File: config.mk
export PLATFORM = sky130hd
export DESIGN_NAME = slowclk_sys_timer
export DESIGN_NICKNAME = d
export VERILOG_FILES = /design/src/rtl/slowtmr_pkg.sv /design/src/rtl/slowtmr_rtc.sv /design/src/rtl/slowtmr_pit.sv /design/src/rtl/slowtmr_flags.sv /design/src/rtl/slowclk_sys_timer.sv
export SDC_FILE = /design/constraint.sdc
export NUM_CORES = 1
export LEC_CHECK = 0
export BUFFER_PORTS_ARGS = -buffer_cell sky130_fd_sc_hd__buf_4
export CAP_MARGIN = 20
export CORE_MARGIN = 5
export CORE_UTILIZATION = 64
export DETAILED_ROUTE_END_ITERATION = 7
export MAX_ROUTING_LAYER = met4
export PLACE_DENSITY_LB_ADDON = 0.2
export SLEW_MARGIN = 10
export SYNTH_ARGS = -nofsm -noshare
export SYNTH_HDL_FRONTEND = slang
export SYNTH_SLANG_ARGS = --single-unit
File: constraint.sdc
create_clock -name clk -period 10.19 [get_ports clk]
set_input_delay 3.057 -clock clk [delete_from_list [all_inputs] [get_ports clk]]
set_output_delay 3.057 -clock clk [all_outputs]
set_load 0.03 [all_outputs]
File: src/rtl/slowtmr_pkg.sv
package slowtmr_pkg;
    localparam int NFLAG  = 4;
    localparam int FL_PER = 0;
    localparam int FL_WDG = 1;
    localparam int FL_INC = 2;
    localparam int FL_ALM = 3;

    typedef enum logic [2:0] {
        RA_PRESCALE = 3'd0,
        RA_PERIOD   = 3'd1,
        RA_ALARM    = 3'd2,
        RA_COUNT    = 3'd3,
        RA_STATUS   = 3'd4,
        RA_MSET     = 3'd5,
        RA_MCLR     = 3'd6,
        RA_MASK     = 3'd7
    } reg_addr_e;

    typedef enum logic {
        PIT_IDLE  = 1'b0,
        PIT_COUNT = 1'b1
    } pit_state_e;
endpackage

File: src/rtl/slowtmr_rtc.sv
module slowtmr_rtc #(
    parameter int CNT_W = 20,
    parameter int PRE_W = 16,
    parameter logic [PRE_W-1:0] PRE_DEF = 16'd32768
) (
    input  logic             clk,
    input  logic             rst,
    input  logic             slow_tick,
    input  logic             pre_we,
    input  logic [PRE_W-1:0] pre_wdata,
    input  logic             alm_we,
    input  logic [CNT_W-1:0] alm_wdata,
    output logic [PRE_W-1:0] pre_q,
    output logic [CNT_W-1:0] alm_q,
    output logic [CNT_W-1:0] count_q,
    output logic             inc_evt,
    output logic             alm_evt
);
    localparam logic [PRE_W-1:0] PRE_ONE = PRE_W'(1);
    localparam logic [CNT_W-1:0] CNT_ONE = CNT_W'(1);

    logic [PRE_W-1:0] div_q;
    logic [CNT_W-1:0] count_nxt;

    assign count_nxt = count_q + CNT_ONE;
    assign inc_evt   = slow_tick && !pre_we && (div_q == pre_q - PRE_ONE);
    assign alm_evt   = inc_evt && (count_nxt == alm_q);

    always_ff @(posedge clk) begin
        if (rst) begin
            pre_q   <= PRE_DEF;
            div_q   <= '0;
            alm_q   <= '0;
            count_q <= '0;
        end else begin
            if (pre_we) begin
                pre_q <= pre_wdata;
                div_q <= '0;
            end else if (slow_tick) begin
                div_q <= inc_evt ? '0 : div_q + PRE_ONE;
            end
            if (inc_evt) count_q <= count_nxt;
            if (alm_we)  alm_q   <= alm_wdata;
        end
    end

    assert_step_R2: assert property (@(posedge clk) disable iff (rst)
        (count_q != $past(count_q)) |-> (count_q == $past(count_q) + CNT_ONE));

    assert_alarm_R4: assert property (@(posedge clk) disable iff (rst)
        alm_evt |=> (count_q == $past(alm_q)));
endmodule

File: src/rtl/slowtmr_pit.sv
module slowtmr_pit
    import slowtmr_pkg::*;
#(
    parameter int PER_W = 16
) (
    input  logic             clk,
    input  logic             rst,
    input  logic             slow_tick,
    input  logic             load,
    input  logic [PER_W-1:0] load_val,
    output logic [PER_W-1:0] period_q,
    output logic             pit_evt
);
    localparam logic [PER_W-1:0] PER_ONE = PER_W'(1);

    pit_state_e       state_q, state_n;
    logic [PER_W-1:0] cnt_q, cnt_n, per_n;

    always_ff @(posedge clk) begin
        if (rst) begin
            state_q  <= PIT_IDLE;
            cnt_q    <= '0;
            period_q <= '0;
        end else begin
            state_q  <= state_n;
            cnt_q    <= cnt_n;
            period_q <= per_n;
        end
    end

    always_comb begin
        state_n = state_q;
        cnt_n   = cnt_q;
        per_n   = period_q;
        if (load) begin
            per_n   = load_val;
            cnt_n   = load_val;
            state_n = (load_val == '0) ? PIT_IDLE : PIT_COUNT;
        end else begin
            unique case (state_q)
                PIT_IDLE: ;
                PIT_COUNT: begin
                    if (slow_tick)
                        cnt_n = (cnt_q == PER_ONE) ? period_q : cnt_q - PER_ONE;
                end
                default: state_n = PIT_IDLE;
            endcase
        end
    end

    always_comb begin
        pit_evt = (state_q == PIT_COUNT) && slow_tick && !load && (cnt_q == PER_ONE);
    end

    assert_off_R7: assert property (@(posedge clk) disable iff (rst)
        ((period_q == '0) && !load) |=> !pit_evt);

    assert_reload_R6: assert property (@(posedge clk) disable iff (rst)
        (pit_evt && !load) |=> (cnt_q == period_q));
endmodule

File: src/rtl/slowtmr_flags.sv
module slowtmr_flags #(
    parameter int NF = 4
) (
    input  logic          clk,
    input  logic          rst,
    input  logic [NF-1:0] events,
    input  logic          rd_clear,
    input  logic          set_we,
    input  logic          clr_we,
    input  logic [NF-1:0] wbits,
    output logic [NF-1:0] status_q,
    output logic [NF-1:0] mask_q,
    output logic          irq_o
);
    always_ff @(posedge clk) begin
        if (rst) begin
            status_q <= '0;
            mask_q   <= '0;
        end else begin
            status_q <= (rd_clear ? '0 : status_q) | events;
            if (clr_we)      mask_q <= mask_q & ~wbits;
            else if (set_we) mask_q <= mask_q | wbits;
        end
    end

    assign irq_o = |(status_q & mask_q);

    assert_clear_R9: assert property (@(posedge clk) disable iff (rst)
        (rd_clear && (events == '0)) |=> (status_q == '0));

    assert_mset_R10: assert property (@(posedge clk) disable iff (rst)
        (set_we && !clr_we) |=> ((mask_q & $past(wbits)) == $past(wbits)));

    assert_hold_R11: assert property (@(posedge clk) disable iff (rst)
        (irq_o && !rd_clear && !clr_we) |=> irq_o);
endmodule

File: src/rtl/slowclk_sys_timer.sv
module slowclk_sys_timer
    import slowtmr_pkg::*;
#(
    parameter int DATA_W = 32,
    parameter int CNT_W  = 20,
    parameter int PRE_W  = 16,
    parameter logic [PRE_W-1:0] PRE_DEF = 16'd32768
) (
    input  logic              clk,
    input  logic              rst,
    input  logic              slow_tick_i,
    input  logic              wdog_ovf_i,
    input  logic              bus_wr_i,
    input  logic              bus_rd_i,
    input  logic [2:0]        bus_addr_i,
    input  logic [DATA_W-1:0] bus_wdata_i,
    output logic [DATA_W-1:0] bus_rdata_o,
    output logic              irq_o
);
    reg_addr_e        addr;
    logic [PRE_W-1:0] pre_q, period_q;
    logic [CNT_W-1:0] alm_q, count_q;
    logic [NFLAG-1:0] status_q, mask_q, events;
    logic             inc_evt, alm_evt, pit_evt;
    logic             unused_wdata;

    assign addr         = reg_addr_e'(bus_addr_i);
    assign unused_wdata = ^bus_wdata_i;

    slowtmr_rtc #(.CNT_W(CNT_W), .PRE_W(PRE_W), .PRE_DEF(PRE_DEF)) rtc_i (
        .clk       (clk),
        .rst       (rst),
        .slow_tick (slow_tick_i),
        .pre_we    (bus_wr_i && addr == RA_PRESCALE),
        .pre_wdata (bus_wdata_i[PRE_W-1:0]),
        .alm_we    (bus_wr_i && addr == RA_ALARM),
        .alm_wdata (bus_wdata_i[CNT_W-1:0]),
        .pre_q     (pre_q),
        .alm_q     (alm_q),
        .count_q   (count_q),
        .inc_evt   (inc_evt),
        .alm_evt   (alm_evt)
    );

    slowtmr_pit #(.PER_W(PRE_W)) pit_i (
        .clk       (clk),
        .rst       (rst),
        .slow_tick (slow_tick_i),
        .load      (bus_wr_i && addr == RA_PERIOD),
        .load_val  (bus_wdata_i[PRE_W-1:0]),
        .period_q  (period_q),
        .pit_evt   (pit_evt)
    );

    always_comb begin
        events         = '0;
        events[FL_PER] = pit_evt;
        events[FL_WDG] = wdog_ovf_i;
        events[FL_INC] = inc_evt;
        events[FL_ALM] = alm_evt;
    end

    slowtmr_flags #(.NF(NFLAG)) flags_i (
        .clk      (clk),
        .rst      (rst),
        .events   (events),
        .rd_clear (bus_rd_i && addr == RA_STATUS),
        .set_we   (bus_wr_i && addr == RA_MSET),
        .clr_we   (bus_wr_i && addr == RA_MCLR),
        .wbits    (bus_wdata_i[NFLAG-1:0]),
        .status_q (status_q),
        .mask_q   (mask_q),
        .irq_o    (irq_o)
    );

    always_ff @(posedge clk) begin
        if (rst) begin
            bus_rdata_o <= '0;
        end else if (bus_rd_i) begin
            unique case (addr)
                RA_PRESCALE: bus_rdata_o <= DATA_W'(pre_q);
                RA_PERIOD:   bus_rdata_o <= DATA_W'(period_q);
                RA_ALARM:    bus_rdata_o <= DATA_W'(alm_q);
                RA_COUNT:    bus_rdata_o <= DATA_W'(count_q);
                RA_STATUS:   bus_rdata_o <= DATA_W'(status_q);
                RA_MASK:     bus_rdata_o <= DATA_W'(mask_q);
                default:     bus_rdata_o <= '0;
            endcase
        end
    end

    assert_rdlat_R12: assert property (@(posedge clk) disable iff (rst)
        !bus_rd_i |=> $stable(bus_rdata_o));
endmodule

==> results_dict.tcl <==
set metrics [dict create \
    yosys.cell_count.top_type "nand2_1" \
    hold_start "rtc_i.alm_q[19]" \
    netlist.area_leader.share 0.352 \
    crit_type "in -> reg" \
    holdWs_ns 0.482 \
    fin_ws_ns 4.54 \
    fp.dieH_um 119 \
    period_needed_ns 5.65 \
    vias 7205 \
    hold_path_end "rtc_i.alm_q[19]" \
    cts_buffers 17 \
    synth_area_sq_mm 0.00757 \
    leakage_uw 0.00293 \
    timing.rr.end "rtc_i.count_q[13]" \
    final_util 0.731 \
    crit_cells 9 \
    ff2ff_setup_slack_ns 6.39 \
    crit_arrival_ns 6.00 \
    nFillCells 915 \
    synth_edf_count 0 \
    hold_path_class "reg -> reg" \
    placed_cells 1089 \
    critPathSlowestCell "or4b_2" \
    max_slew.worst_pin.slew_ns 1.04 \
    maxCapViolations 0 \
    multi_input_area_sq_mm 0.00450 \
    grt-ovfl-total 0 \
    cts_sinks 133 \
    status "completed" \
    crit_family "simple AND/OR/NAND/NOR gates" \
    grt_use_total 0.303 \
    post-route-period-util 0.555 \
    yosys_warnings 0 \
    synth-seq-cells 133 \
    cts.htree.levels 4 \
    setup-violations-final 0 \
    synth_top_area_cell "dfxtp_1" \
    gp_congestion 0.907 \
    crit_fanout 34 \
    nets 1014 \
    slew_headroom 0.308 \
    antennaDiodeCount 0 \
    fin_skew_ns 0.00635 \
    worstSkewPairLatency_ns 0.42 \
    synth-seq-area-share 0.352 \
    post_cts_buffers 0 \
    num_rows 39 \
    dp_hpwl_mm 13.9 \
    ys_types 65 \
    grt_pass1_vias 6543 \
    reg2reg_from "rtc_i.pre_q[0]" \
    final-instance-count-excl-fill 1122 \
    viasPerCell 6.42 \
    synth-main-ff-cell "dfxtp_1" \
    antenna_found_initial 0 \
    drive_above_1_share 0.120 \
    powerDensity_mw_per_mm2 153 \
    ir_drop_mv 0.133 \
    clkTransAtPathRegs_ns 0.06 \
    io_buffer_count 49 \
    cts_hold_buf 0 \
    async_flop_share 0 \
    synthTopCellsByArea "dfxtp_1, a21oi_1, nand2_1" \
    finalSetupTns_ns 0 \
    cts_tree "yes" \
    max_clock_freq_ghz 0.177 \
    wire_per_inst_um 18.3 \
    hold_viol 0 \
    root_buffer "clkbuf_16" \
    postRouteWirelength_mm 20.5 \
    critPathBufInv 2 \
    grt_first_pass_wirelength_mm 33.6 \
    start_kind "input port" \
    holdPathStages 2 \
    dr.pass1.iters 5 \
    synth_area_per_cell_sq_um 7.81 \
    core_area_sq_mm 0.0115 \
    drc_errors 0 \
    start_util 0.657 \
    slowest_delay_ns 0.50 \
    drtIter0Drc 642 \
    required_ns 10.54 \
    worstPathCellList "buf_4, or4b_2, nand4_1, nor3_1, o2111ai_1, or3_1, buf_8, or4_1, a21oi_1" \
    synthCells 969 \
    clock_path_buffers 2 \
    post_cts_resize_count 0 \
    reg2reg_depth 10 \
    end_kind "flop" \
    area_delta_synth_final_pct 11.2 \
    synth_top_cells_by_count "nand2_1, dfxtp_1, a21oi_1, nor2_1, clkbuf_1" \
    rsz0062_at_grt "false" \
    ios 74 \
    die_w_um 119 \
    ff_latch_area_sq_mm 0.00266 \
    grt_max_degree 75 \
    pre_cts_slack_ns 3.93 \
    ant_nets 0 \
    die_area_sq_mm 0.0141 \
    slew_viol_final 0 \
]
-- cell type report --
class                           count  area share
Tap cell                          143      0.0213
Clock inverter                     12      0.0189
Multi-Input combinational cell    745       0.535
Inverter                           15     0.00669
Clock buffer                       18      0.0510
Sequential cell                   133       0.316
Timing Repair Buffer               56      0.0513
-- state kept, by name, summed over array words and instances (netlist names), named ones only --
register          flops
bus_rdata_o          20
flags_i.status_q      4
pit_i.cnt_q          16
pit_i.period_q       16
pit_i.state_q         1
rtc_i.alm_q          20
rtc_i.count_q        20
rtc_i.div_q          16
rtc_i.pre_q          16
-- where the power goes --
part | leakage [uW] | internal (uW) | total [uW] | switching, uW
registers | 0.00108 | 530 | 542 | 12.4
clock network | 0.000258 | 381 | 614 | 233
logic | 0.00160 | 46.5 | 129 | 82.6
-- through the flow --
| step | power, uW | area [sq um] |
|---|---|---|
| 2_1_floorplan | 646 | 7610 |
| 3_3_place_gp | 677 | 7800 |
| 3_5_place_dp | 678 | 7800 |
| 4_1_cts | 1290 | 8390 |
| 5_1_grt | 1330 | 8420 |
| 6_report | 1290 | 8420 |
-- worst reg2reg max path: stages, from the launching register on --
cell      delay [ns]
dfxtp_1         0.39
inv_1           0.09
ha_1            0.30
or4b_1          0.62
or4_4           0.56
a211oi_2        0.22
a211oi_1        0.12
or3_1           0.54
buf_8           0.24
or4_1           0.49
a21oi_1         0.15
-- worst max-delay path by stage --
stage                  startpoint                end  slack (ns)
finish              bus_addr_i[1]  rtc_i.count_q[13]        4.54
detailed placement  bus_addr_i[0]     rtc_i.div_q[6]        3.93
floorplan           bus_addr_i[1]  rtc_i.count_q[15]        4.81
global route        bus_addr_i[0]  rtc_i.count_q[11]        4.35
CTS                 bus_addr_i[0]     rtc_i.div_q[0]        4.33
global placement    bus_addr_i[0]  rtc_i.count_q[19]        4.01
-- per-layer routing --
metal / part of all wire / vias to the layer above / track usage
met5: 0 / - / -
met4: 0.036 / 0 / 0.122
met3: 0.084 / 58 / 0.0707
met2: 0.45 / 356 / 0.449
met1: 0.43 / 3354 / 0.401
li1: - / 3437 / -
-- cell families (layout without fill, tap and decap cells) --
group,after synthesis,after routing,share of synthesized area
xor+xnor,63,63,0.0729
fa+ha+maj,5,5,0.00827
simple gates,407,407,0.269
compound gates,235,235,0.186
mux,23,23,0.0512
flops,133,133,0.352
other cells,1,12,0.000495
buf+inv,102,101,0.0603
-- layout by cell type (no fill, tap or decap), types with 20 or more instances in the layout --
cell,count
or4_1,21
nand3_1,23
a21oi_1,127
nor2_1,79
buf_4,54
o21ai_0,24
xor2_1,33
nor3_1,20
dfxtp_1,133
nor2b_1,24
xnor2_1,30
nand2_1,144
Note: power is estimated with default switching activity, not from simulation.
